`src/rtl/adc_seq_pkg.sv`:
```
package adc_seq_pkg;
  typedef enum logic [1:0] {
    ST_OFF  = 2'd0,
    ST_WAKE = 2'd1,
    ST_IDLE = 2'd2,
    ST_CONV = 2'd3
  } seq_state_t;

  localparam logic [1:0] ADDR_CTRL = 2'd0;
  localparam logic [1:0] ADDR_DHI  = 2'd1;
  localparam logic [1:0] ADDR_DLO  = 2'd2;

  localparam int BIT_CONT  = 4;
  localparam int BIT_REF   = 5;
  localparam int BIT_START = 7;
endpackage

```
`src/rtl/adc_ctrl_regs.sv`:
```
module adc_ctrl_regs #(
  parameter int CH_W   = 4,
  parameter int NUM_CH = 12
) (
  input  logic            clk,
  input  logic            rst_n,
  input  logic            wr_ctrl,
  input  logic [7:0]      wr_data,
  output logic [CH_W-1:0] chan,
  output logic            cont,
  output logic            ref_en
);
  import adc_seq_pkg::*;

  logic [CH_W-1:0] chan_req;
  logic            chan_ok;

  assign chan_req = wr_data[CH_W-1:0];
  assign chan_ok  = (32'(chan_req) < NUM_CH);

  always_ff @(posedge clk) begin
    if (!rst_n) begin
      chan   <= '0;
      cont   <= 1'b0;
      ref_en <= 1'b0;
    end else if (wr_ctrl) begin
      cont   <= wr_data[BIT_CONT];
      ref_en <= wr_data[BIT_REF];
      if (chan_ok) chan <= chan_req;
    end
  end
endmodule

```
`src/rtl/adc_seq_fsm.sv`:
```
module adc_seq_fsm #(
  parameter int CONV_CYCLES = 5129,
  parameter int WAKE_CYCLES = 40,
  parameter int IDLE_CYCLES = 160
) (
  input  logic clk,
  input  logic rst_n,
  input  logic start_wr,
  input  logic stop_wr,
  input  logic cont,
  output logic busy,
  output logic pwr_down,
  output logic capture,
  output logic irq
);
  import adc_seq_pkg::*;

  localparam int M1    = (CONV_CYCLES > WAKE_CYCLES) ? CONV_CYCLES : WAKE_CYCLES;
  localparam int MAXC  = (M1 > IDLE_CYCLES) ? M1 : IDLE_CYCLES;
  localparam int CNT_W = $clog2(MAXC + 1);
  localparam logic [CNT_W-1:0] CONV_LAST = CNT_W'(CONV_CYCLES - 1);
  localparam logic [CNT_W-1:0] WAKE_LAST = CNT_W'(WAKE_CYCLES - 1);
  localparam logic [CNT_W-1:0] IDLE_LAST = CNT_W'(IDLE_CYCLES - 1);

  seq_state_t      state, state_n;
  logic [CNT_W-1:0] cnt, cnt_n;
  logic            stop_pend, stop_pend_n;

  assign busy     = (state == ST_WAKE) || (state == ST_CONV);
  assign pwr_down = (state == ST_OFF);
  assign capture  = (state == ST_CONV) && (cnt == CONV_LAST);

  always_comb begin
    state_n     = state;
    cnt_n       = cnt + 1'b1;
    stop_pend_n = stop_pend | (stop_wr & busy);
    case (state)
      ST_OFF: begin
        cnt_n = '0;
        if (start_wr) state_n = ST_WAKE;
      end
      ST_WAKE: begin
        if (cnt == WAKE_LAST) begin
          state_n = ST_CONV;
          cnt_n   = '0;
        end
      end
      ST_IDLE: begin
        if (start_wr) begin
          state_n = ST_CONV;
          cnt_n   = '0;
        end else if (cnt == IDLE_LAST) begin
          state_n = ST_OFF;
          cnt_n   = '0;
        end
      end
      ST_CONV: begin
        if (capture) begin
          cnt_n = '0;
          if (!cont || stop_pend_n) begin
            state_n     = ST_IDLE;
            stop_pend_n = 1'b0;
          end
        end
      end
      default: begin
        state_n = ST_OFF;
        cnt_n   = '0;
      end
    endcase
  end

  always_ff @(posedge clk) begin
    if (!rst_n) begin
      state     <= ST_OFF;
      cnt       <= '0;
      stop_pend <= 1'b0;
      irq       <= 1'b0;
    end else begin
      state     <= state_n;
      cnt       <= cnt_n;
      stop_pend <= stop_pend_n;
      irq       <= capture;
    end
  end
endmodule

```
`src/rtl/adc_result_regs.sv`:
```
module adc_result_regs #(
  parameter int RES_W = 10
) (
  input  logic             clk,
  input  logic             rst_n,
  input  logic             capture,
  input  logic [RES_W-1:0] sample,
  output logic [7:0]       res_hi,
  output logic [7:0]       res_lo
);
  localparam int LO_BITS = RES_W - 8;
  localparam int LO_PAD  = 8 - LO_BITS;

  always_ff @(posedge clk) begin
    if (!rst_n) begin
      res_hi <= '0;
      res_lo <= '0;
    end else if (capture) begin
      res_hi <= sample[RES_W-1:LO_BITS];
      res_lo <= {sample[LO_BITS-1:0], {LO_PAD{1'b0}}};
    end
  end
endmodule

```
`src/rtl/adc_seq_ctrl.sv`:
```
module adc_seq_ctrl #(
  parameter int CH_W        = 4,
  parameter int NUM_CH      = 12,
  parameter int RES_W       = 10,
  parameter int CONV_CYCLES = 5129,
  parameter int WAKE_CYCLES = 40,
  parameter int IDLE_CYCLES = 160
) (
  input  logic             clk,
  input  logic             rst_n,
  input  logic [1:0]       bus_addr,
  input  logic             bus_wr,
  input  logic [7:0]       bus_wdata,
  output logic [7:0]       bus_rdata,
  input  logic [RES_W-1:0] sample_in,
  output logic [CH_W-1:0]  chan_o,
  output logic             ref_en_o,
  output logic             pwr_down_o,
  output logic             irq_o
);
  import adc_seq_pkg::*;

  logic       wr_ctrl, start_wr, stop_wr;
  logic       cont, busy, capture;
  logic [7:0] res_hi, res_lo;
  logic [7:0] ctrl_view;

  assign wr_ctrl  = bus_wr && (bus_addr == ADDR_CTRL);
  assign start_wr = wr_ctrl && bus_wdata[BIT_START];
  assign stop_wr  = wr_ctrl && !bus_wdata[BIT_START];

  adc_ctrl_regs #(.CH_W(CH_W), .NUM_CH(NUM_CH)) u_regs (
    .clk(clk), .rst_n(rst_n), .wr_ctrl(wr_ctrl), .wr_data(bus_wdata),
    .chan(chan_o), .cont(cont), .ref_en(ref_en_o)
  );

  adc_seq_fsm #(
    .CONV_CYCLES(CONV_CYCLES), .WAKE_CYCLES(WAKE_CYCLES), .IDLE_CYCLES(IDLE_CYCLES)
  ) u_fsm (
    .clk(clk), .rst_n(rst_n), .start_wr(start_wr), .stop_wr(stop_wr), .cont(cont),
    .busy(busy), .pwr_down(pwr_down_o), .capture(capture), .irq(irq_o)
  );

  adc_result_regs #(.RES_W(RES_W)) u_res (
    .clk(clk), .rst_n(rst_n), .capture(capture), .sample(sample_in),
    .res_hi(res_hi), .res_lo(res_lo)
  );

  always_comb begin
    ctrl_view                = '0;
    ctrl_view[CH_W-1:0]      = chan_o;
    ctrl_view[BIT_CONT]      = cont;
    ctrl_view[BIT_REF]       = ref_en_o;
    ctrl_view[BIT_START]     = busy;
  end

  always_comb begin
    case (bus_addr)
      ADDR_CTRL: bus_rdata = ctrl_view;
      ADDR_DHI:  bus_rdata = res_hi;
      ADDR_DLO:  bus_rdata = res_lo;
      default:   bus_rdata = '0;
    endcase
  end
endmodule

```
`config.mk`:
```
export PLATFORM = sky130hd
export DESIGN_NAME = adc_seq_ctrl
export DESIGN_NICKNAME = d
export VERILOG_FILES = /design/src/rtl/adc_seq_pkg.sv /design/src/rtl/adc_ctrl_regs.sv /design/src/rtl/adc_seq_fsm.sv /design/src/rtl/adc_result_regs.sv /design/src/rtl/adc_seq_ctrl.sv
export SDC_FILE = /design/constraint.sdc
export NUM_CORES = 1
export LEC_CHECK = 0
export ABC_CLOCK_PERIOD_IN_PS = 1920
export BUFFER_PORTS_ARGS = -buffer_cell sky130_fd_sc_hd__buf_4
export CORE_ASPECT_RATIO = 0.7
export CORE_MARGIN = 2
export CORE_UTILIZATION = 30
export CTS_CLUSTER_DIAMETER = 30
export DETAILED_ROUTE_END_ITERATION = 16
export GPL_ROUTABILITY_DRIVEN = 0
export MAX_ROUTING_LAYER = met4
export SYNTH_ARGS = -nofsm -noshare
export SYNTH_HDL_FRONTEND = slang
export SYNTH_SLANG_ARGS = --single-unit
export TNS_END_PERCENT = 20
```
`constraint.sdc`:
```
create_clock -name clk -period 1.92 [get_ports clk]
set_input_delay 0.096 -clock clk [delete_from_list [all_inputs] [get_ports clk]]
set_output_delay 0.096 -clock clk [all_outputs]
set_load 0.01 [all_outputs]
```
==> impl_metrics.tcl, run 1 <==
set metrics [dict create \
    dp_hpwl_mm 2.43 \
    crit_type "flop to flop" \
    fmax_ghz 0.554 \
    final_cell_mix "38 x buf_4, 33 x dfxtp_1, 28 x nor2_1, 21 x mux2i_1, 18 x nor2b_1" \
    postLayoutCellArea_um2 2080 \
    worstMarginPinSlew_ns 0.476 \
    clock_latency_ns 0.28 \
    clock-root-buffer "clkbuf_8" \
    synth.distinct_cells 40 \
    worst_ep_arrival_time_ns 1.97 \
    ys_warn_count 0 \
    antenna_found_initial 0 \
    syn_area_per_cell_um2 9.16 \
    path_max_fanout 6 \
    via_count 1286 \
    ir_drop_mv 0.301 \
    cts.path.max_buffers 2 \
    cts_tree "built" \
    slowest_delay_ns 0.43 \
    area_growth_pct 28.4 \
    die_area_um2 6020 \
    postRouteAntennaNets 0 \
    core_um2 5230 \
    place_area_um2 1950 \
    cts_buffers 5 \
    p_leak_nw 0.785 \
    route.detailed.drc 0 \
    clock_skew_ns 0.00730 \
    h-tree-depth 2 \
    post_drt_wl_per_cell_um 11.9 \
    cp_data_required_time_ns 2.09 \
    clock_sinks 33 \
    via_per_inst 4.48 \
    worstPathCellList "inv_1 -> ha_1 -> and4_1 -> nand4_1 -> a221oi_4 -> or2_2 -> nor2_1" \
    num_io_pins 38 \
    slew_headroom_pct 68.2 \
    period_needed_ns 1.80 \
    p_per_area_nw_per_um2 712 \
    grt_start_max_net_pins 23 \
    num_antenna_cells 0 \
    final_max_slew_viol_count 0 \
    grt_pass1_wl_mm 5.47 \
    min_path_type "input port to flop" \
    drtPass1Iterations 4 \
    start_kind "flop" \
    setup_viol 0 \
    drtIter0Drc 50 \
    hold_viol 0 \
    power_mw 1.48 \
    drv_cap 0 \
    grt_overflow 0 \
    clk_pin_slew_worst_paths_ns 0.07 \
    dp.cells 277 \
    synth_area_um2 1620 \
    start_util_pct 31.0 \
    crit_slowest_cell "a221oi_4" \
    final_common_cell "buf_4" \
    finalCritPeriodShare_pct 94.0 \
    layout.cells.non_filler 287 \
    die_x_um 91.9 \
    synth-seq-cells 33 \
    wirelength_mm 3.42 \
    gr-usage-all-layers_pct 11.8 \
    grt_pass1_vias 1185 \
    post-route-util_pct 39.8 \
    crit_path_end_kind "flop" \
    hold_slack_ns 0.0617 \
    n_fill_cell 558 \
    port_buffers 36 \
    yosysSeqAreaShare_pct 40.7 \
    num_rows 22 \
    synthCells 177 \
    outcome "completed" \
    drive_gt1_share_pct 27.0 \
    cts_hold_buf 0 \
    layout.nets 239 \
    synth_nets 202 \
    die_h_um 65.5 \
]
-- area by class of cell --
type,instances,area [um2],share of cell area [%]
multi-input combinational,132,913,43.9
sequential,33,661,31.7
timing repair buffer,39,305,14.7
clock buffer,7,96.3,4.63
tap,72,90.1,4.33
inverter,3,11.3,0.541
clock inverter,1,5.00,0.240
-- per-stage QoR --
step,TNS (ns),worst slack [ns]
after floorplan,0,0.203
after global placement,0,0.163
after detailed placement,0,0.153
after CTS,0,0.145
after global routing,-0.00212,-0.00212
final,0,0.116
-- power by group --
part	internal (mW)	leakage (nW)	switching (mW)
logic	0.101	0.465	0.0861
clock network	0.324	0.0542	0.251
registers	0.698	0.266	0.0226
-- worst max-delay path: cells and delay by family (launching register included) --
| kind | cells | cell delay, ns |
|---|---|---|
| simple gates | 4 | 0.70 |
| fa+ha+maj | 1 | 0.13 |
| flops | 1 | 0.35 |
| buf+inv | 1 | 0.07 |
| compound gates | 1 | 0.43 |
-- registers in the layout (all words and copies together), names as in the netlist --
register	flops
u_regs.chan	4
u_fsm.cnt	13
u_res.res_hi	8
u_res.res_lo	2
u_regs.cont	1
u_fsm.stop_pend	1
u_regs.ref_en	1
u_fsm.irq	1
u_fsm.state	2
-- kinds of logic after synthesis --
| group | after synthesis | synth area share, % |
|---|---|---|
| mux | 21 | 13.0 |
| fa+ha+maj | 2 | 1.54 |
| buf+inv | 13 | 4.17 |
| compound gates | 17 | 7.87 |
| flops | 33 | 40.7 |
| xor+xnor | 10 | 5.40 |
| simple gates | 81 | 27.3 |
-- worst paths after layout --
path	startpoint	end	slack, ns	depth (start not counted)
worst max-delay path	u_fsm.cnt[0]	u_fsm.cnt[0]	0.12	7
worst min-delay path	bus_wdata[4]	u_regs.cont	0.06	3
worst max register to register	u_fsm.cnt[0]	u_fsm.cnt[0]	0.12	7
worst min register to register	u_fsm.cnt[0]	u_fsm.cnt[0]	0.50	1
-- synth_stat cells, drive strengths merged --
master / count / area share, %
nand3b: 1 / 0.46
o211ai: 1 / 0.46
xnor2: 5 / 2.7
and4b: 1 / 0.69
a21boi: 1 / 0.46
o221a: 2 / 1.4
or3b: 1 / 0.54
nand4: 4 / 1.5
a31oi: 2 / 0.77
o21ai: 4 / 1.2
nand2b: 1 / 0.39
buf: 6 / 2.5
nand2: 10 / 2.3
and4: 2 / 1.1
a21oi: 4 / 1.5
xor2: 5 / 2.7
nor2b: 18 / 6.9
nand3: 2 / 0.62
clkbuf: 4 / 0.93
dfxtp: 33 / 41
a41o: 1 / 0.62
nor4: 1 / 0.39
nor3: 2 / 1.3
a221oi: 1 / 0.93
nor4bb: 1 / 0.62
nor3b: 3 / 1.4
and2: 2 / 0.77
inv: 3 / 0.69
a41oi: 1 / 0.54
ha: 2 / 1.5
or2: 1 / 0.54
mux2i: 21 / 13
and3: 2 / 0.85
nor2: 29 / 6.9
-- timing repair --
| item | in CTS | in global routing |
|---|---|---|
| buffers inserted | 0 | 1 |
| resized for setup | 0 | 2 |
| endpoints found under the setup margin | 0 | 13 |
-- routing by layer --
layer / up-vias / GRT usage, % / share of wire [%]
met4: 0 / 5.60 / 1.7
met5: - / - / 0
met1: 568 / 16.7 / 55
li1: 687 / - / -
met3: 7 / 2.75 / 3.6
met2: 24 / 15.8 / 39
Power figures use the tool's default switching activity.
==> run 2, diff against run 1 <==
- CORE_UTILIZATION: 30 -> 40
==> impl_metrics.tcl, run 2 (synthesized netlist as in run 1, its figures left out) <==
set metrics [dict create \
    outcome "completed" \
    num_rows 19 \
    worst_ep_arrival_time_ns 1.93 \
    grt_start_max_net_pins 23 \
    p_per_area_nw_per_um2 694 \
    largest_register_ffs 13 \
    layout.nets 237 \
    slew_headroom_pct 73.0 \
    gr-usage-all-layers_pct 16.4 \
    die_area_um2 4590 \
    postLayoutCellArea_um2 2000 \
    cts_buffers 5 \
    clk_pin_slew_worst_paths_ns 0.06 \
    wirelength_mm 3.33 \
    grt_pass1_vias 1241 \
    h-tree-depth 2 \
    start_kind "flop" \
    period_needed_ns 1.76 \
    antenna_found_initial 0 \
    final_common_cell "buf_4" \
    drive_gt1_share_pct 25.0 \
    num_io_pins 38 \
    cts_resized 0 \
    crit_type "flop to flop" \
    dp_hpwl_mm 2.48 \
    hold_viol 0 \
    crit_buf_inv 0 \
    grt_pass1_wl_mm 5.57 \
    postRouteAntennaNets 0 \
    worstPathCellList "ha_1 -> and4b_2 -> a41oi_1 -> a221oi_2 -> or2_4 -> nor2_1" \
    die_x_um 80.1 \
    place_area_um2 1920 \
    crit_path_end_kind "flop" \
    reg_top3 "u_fsm.cnt: 13 flops, u_res.res_hi: 8 flops, u_regs.chan: 4 flops" \
    regMostFlops "u_fsm.cnt" \
    port_buffers 36 \
    cpLargestDelayFamily "simple AND/OR/NAND/NOR gates" \
    post-cts-setup-buffer-count 0 \
    final.setup.tns_ns 0 \
    area_growth_pct 23.5 \
    p_leak_nw 0.768 \
    ir_drop_mv 0.390 \
    via_per_inst 4.95 \
    cts_hold_buf 0 \
    final_cell_mix "38 x buf_4, 33 x dfxtp_1, 28 x nor2_1, 21 x mux2i_1, 18 x nor2b_1" \
    final_max_slew_viol_count 0 \
    route.detailed.drc 0 \
    clock-root-buffer "clkbuf_8" \
    clock_latency_ns 0.28 \
    clock_sinks 33 \
    drv_cap 0 \
    min_path_type "input port to flop" \
    via_count 1306 \
    drtIter0Drc 40 \
    post_drt_wl_per_cell_um 12.6 \
    setup_viol 0 \
    path_max_fanout 12 \
    clock_skew_ns 0.00518 \
    fmax_ghz 0.569 \
    num_antenna_cells 0 \
    crit_slowest_cell "dfxtp_1" \
    rsz0062_at_grt "false" \
    core_um2 3900 \
    cts.path.max_buffers 2 \
    grt_overflow 0 \
    slowest_delay_ns 0.40 \
    drtPass1Iterations 4 \
    finalCritPeriodShare_pct 91.6 \
    cp_data_required_time_ns 2.09 \
    cts_tree "built" \
    start_util_pct 41.6 \
    worstMarginPinSlew_ns 0.399 \
    die_h_um 57.3 \
]
-- run 2: changes by cell type in the layout (fill, tap and decap cells not counted), sizes merged --
cell	before	now
buf	39	38
clkinv	1	0
or2	2	1
-- run 2: layout make-up --
type                            count  area [um2]
Fill cell                         384        1900
Multi-Input combinational cell    131         893
Sequential cell                    33         661
Timing Repair Buffer               38         285
Clock buffer                        7        86.3
Tap cell                           52        65.1
Inverter                            3        11.3
-- run 2: worst min-delay path, stage by stage --
cell and delay, ns:
buf_4 0.08, mux2i_1 0.05, nor2b_1 0.09
-- run 2: report_power, final --
group / internal, mW / switching (mW) / total [mW]
Combinational: 0.0863 / 0.0741 / 0.160
Sequential: 0.698 / 0.0229 / 0.721
Clock: 0.284 / 0.224 / 0.508
Total: 1.07 / 0.321 / 1.39
-- run 2: per-layer routing --
metal / vias to the layer above / global-route usage, % / part of all wire (%)
li1: 673 / - / -
met1: 602 / 21.0 / 48
met2: 27 / 24.8 / 46
met3: 4 / 4.91 / 4.6
met4: 0 / 6.05 / 1.0
met5: - / - / 0
-- run 2: final timing paths --
check | cells after the start | slack, ns | to | from
min reg2reg | 1 | 0.48 | u_fsm.cnt[0] | u_fsm.cnt[0]
min | 3 | 0.08 | u_regs.cont | bus_wdata[4]
max reg2reg | 6 | 0.16 | u_fsm.cnt[5] | u_fsm.cnt[0]
max | 6 | 0.16 | u_fsm.cnt[5] | u_fsm.cnt[0]
-- run 2: per-stage QoR --
stage / utilization (%) / worst slack [ns] / hold WS (ns) / instances / power, mW
after floorplan: - / 0.203 / 0.262 / 177 / 0.830
after global placement: 49.1 / 0.212 / 0.349 / 257 / 0.893
after detailed placement: 49.1 / 0.149 / 0.361 / 257 / 0.899
after CTS: 51.3 / 0.129 / 0.0702 / 264 / 1.41
after global routing: 51.3 / 0.0402 / 0.0873 / 264 / 1.46
final: 51.3 / 0.162 / 0.0781 / 264 / 1.39
==> run 3, diff against run 2 <==
- ABC_AREA: not set -> 1
- CORE_UTILIZATION: 40 -> 45
- PLACE_DENSITY: not set -> 0.68
==> impl_metrics.tcl, run 3 <==
set metrics [dict create \
    clock_sinks 33 \
    via_count 1574 \
    area_growth_pct 28.4 \
    die_h_um 55.0 \
    antenna_found_initial 0 \
    clock-root-buffer "clkbuf_8" \
    drtIter0Drc 107 \
    r2r-start "u_fsm.cnt[0]" \
    regMostFlops "u_fsm.cnt" \
    post_drt_wl_per_cell_um 11.2 \
    setup_viol 0 \
    combPwrFrac_pct 14.1 \
    drtPass1Iterations 4 \
    drv_cap 0 \
    final_cell_mix "57 x nand2_1, 44 x inv_1, 36 x buf_4, 33 x dfxtp_1, 32 x nor2_1" \
    wirelength_mm 3.83 \
    path_max_fanout 11 \
    via_per_inst 4.60 \
    route.detailed.drc 0 \
    core_um2 3540 \
    gr-usage-all-layers_pct 19.9 \
    r2r_cells 10 \
    die_area_um2 4230 \
    synthTopCellsByArea "dfxtp_1 39%, nand2_1 13%, inv_1 9.9%" \
    crit_path_end_kind "flop" \
    synth_nets 270 \
    num_rows 18 \
    h-tree-depth 2 \
    min_path_type "input port to flop" \
    cpMostUsedCell "nand2_1" \
    period_needed_ns 1.67 \
    synthMostInstantiatedCell "nand2_1" \
    p_leak_nw 1.01 \
    final.setup.tns_ns 0 \
    drive_gt1_share_pct 23.6 \
    post-route-util_pct 60.8 \
    grt_pass1_vias 1381 \
    finalCritPeriodShare_pct 87.1 \
    clock_latency_ns 0.29 \
    port_buffers 36 \
    clkPwrFrac_pct 40.4 \
    worst_ep_arrival_time_ns 1.91 \
    ys.flop_type "dfxtp_1" \
    wl_met1_mm 2.10 \
    synth_area_um2 1670 \
    final_max_slew_viol_count 0 \
    num_io_pins 38 \
    worstMarginPinSlew_ns 0.478 \
    multi_input_area_um2 821 \
    crit_slowest_cell "nor2_2" \
    route.met2.wl_mm 1.47 \
    die_x_um 76.9 \
    grt_overflow 0 \
    synth.distinct_cells 29 \
    register_area_um2 661 \
    cts_tree "built" \
    postRouteAntennaNets 0 \
    crit_type "flop to flop" \
    clock_skew_ns 0.00415 \
    reg_top3 "u_fsm.cnt: 13 flops, u_res.res_hi: 8 flops, u_regs.chan: 4 flops" \
    pre_cts_slack_ns 0.269 \
    ys_warn_count 0 \
    fin_ws_ns 0.249 \
    crit_cells 10 \
    fmax_ghz 0.598 \
    start_util_pct 47.3 \
    slew_headroom_pct 68.1 \
    n_fill_cell 336 \
    swShare_pct 25.2 \
    cts_buffers 5 \
    cp_data_required_time_ns 2.15 \
    start_kind "flop" \
    ir_drop_mv 0.447 \
    seq_power_share_pct 45.5 \
    synth-seq-cells 33 \
    crit_buf_inv 1 \
    top_layer_used "met4" \
    yosysTopAreaCellShare_pct 39.5 \
    layout.nets 317 \
    cellInternalPower_mw 1.17 \
    dp_hpwl_mm 2.96 \
    cp-startpoint "u_fsm.cnt[0]" \
    syn_area_per_cell_um2 6.83 \
    worstHoldStart "sample_in[3]" \
    grt_start_max_net_pins 12 \
    min_path_cells 3 \
    yosys.area.top_type "dfxtp_1" \
    synthTopCellsByCount "57 x nand2_1, 44 x inv_1, 33 x dfxtp_1" \
    largest_register_ffs 13 \
    hold_viol 0 \
    p_per_area_nw_per_um2 730 \
    worstPathCellList "inv_1 -> ha_1 -> nand2_1 -> nor2_2 -> nand4_1 -> nor2_1 -> nand2_1 -> nor2_2 -> nand2_1 -> nand2_1" \
    num_antenna_cells 0 \
    p_sw_mw 0.396 \
    cpLargestDelayFamily "simple AND/OR/NAND/NOR gates" \
    synthArstFlopShare_pct 0 \
    grt_pass1_wl_mm 6.12 \
    met3_length_um 190 \
    synth_edf_count 0 \
    rsz0062_at_grt "false" \
    synthCells 245 \
    cts.path.max_buffers 2 \
    final_common_cell "nand2_1" \
    outcome "completed" \
    slowest_delay_ns 0.39 \
    clk_pin_slew_worst_paths_ns 0.07 \
    yosysSeqAreaShare_pct 39.5 \
]
[run 3: changes by cell type after synthesis, moves of 4 or more]
cell	change
clkbuf_1	-4
inv_1	+41
inv_2	+4
mux2i_1	-21
nand2_1	+47
nand2_2	+4
nand3_1	+11
nor2_1	+4
nor2_2	+9
nor2b_1	-18
o21ai_0	+9
o22ai_1	+4
xnor2_1	-5
[run 3: metrics by stage]
step | power [mW] | instance area [um2] | std cells | hold WS [ns]
after global routing | 1.63 | 2150 | 342 | 0.0228
after global placement | 0.939 | 1990 | 330 | 0.294
final | 1.57 | 2150 | 342 | 0.00400
after CTS | 1.58 | 2150 | 342 | 0.00304
after floorplan | 0.854 | 1670 | 245 | 0.206
after detailed placement | 0.940 | 1990 | 330 | 0.295
[run 3: power by group through the flow]
| stage | logic, mW | registers [mW] | clock network, mW |
|---|---|---|---|
| global placement | 0.210 | 0.729 | 0 |
| CTS | 0.221 | 0.713 | 0.646 |
| detailed placement | 0.212 | 0.728 | 0 |
| floorplan | 0.126 | 0.728 | 0 |
| global route | 0.245 | 0.715 | 0.669 |
| finish | 0.221 | 0.714 | 0.633 |
[run 3: path summary, 6_finish.rpt]
check | slack (ns) | to
worst max-delay path | 0.25 | u_res.res_lo[7]
worst min-delay path | 0.004 | u_res.res_hi[1]
worst max register to register | 0.25 | u_res.res_lo[7]
worst min register to register | 0.45 | u_res.res_hi[5]
[run 3: final cells by class]
cell class                      instances  share of cell area, %
Clock buffer                            5                   3.20
Multi-Input combinational cell        163                   38.2
Tap cell                               50                   2.91
Timing Repair Buffer                   41                   14.9
Sequential cell                        33                   30.8
Inverter                               48                   8.39
Clock inverter                          2                   1.63
[run 3: cells by family (layout without fill, tap and decap cells)]
| family | after synthesis | in the layout | synth area share (%) |
|---|---|---|---|
| compound gates | 30 | 30 | 10.1 |
| xor+xnor | 3 | 3 | 1.57 |
| fa+ha+maj | 2 | 2 | 1.50 |
| buf+inv | 49 | 96 | 11.4 |
| flops | 33 | 33 | 39.5 |
| simple gates | 128 | 128 | 35.9 |
[run 3: timing repair]
action,in CTS,in global routing
resized for setup,0,0
buffers inserted,0,0
hold buffers,5,0
hold endpoints to repair,5,0
[run 3: worst reg2reg max path: cells and delay by family (launching register included)]
kind | cells | cell delay (ns)
and+or+nand+nor | 8 | 1.08
buffers and inverters | 1 | 0.06
adders and majority gates | 1 | 0.14
DFF | 1 | 0.34
[run 3: per-layer routing]
layer  global-route usage, %  up-vias
met4                    9.09        0
li1                        -      846
met3                    5.68        8
met5                       -        -
met2                    28.1       32
met1                    26.7      688
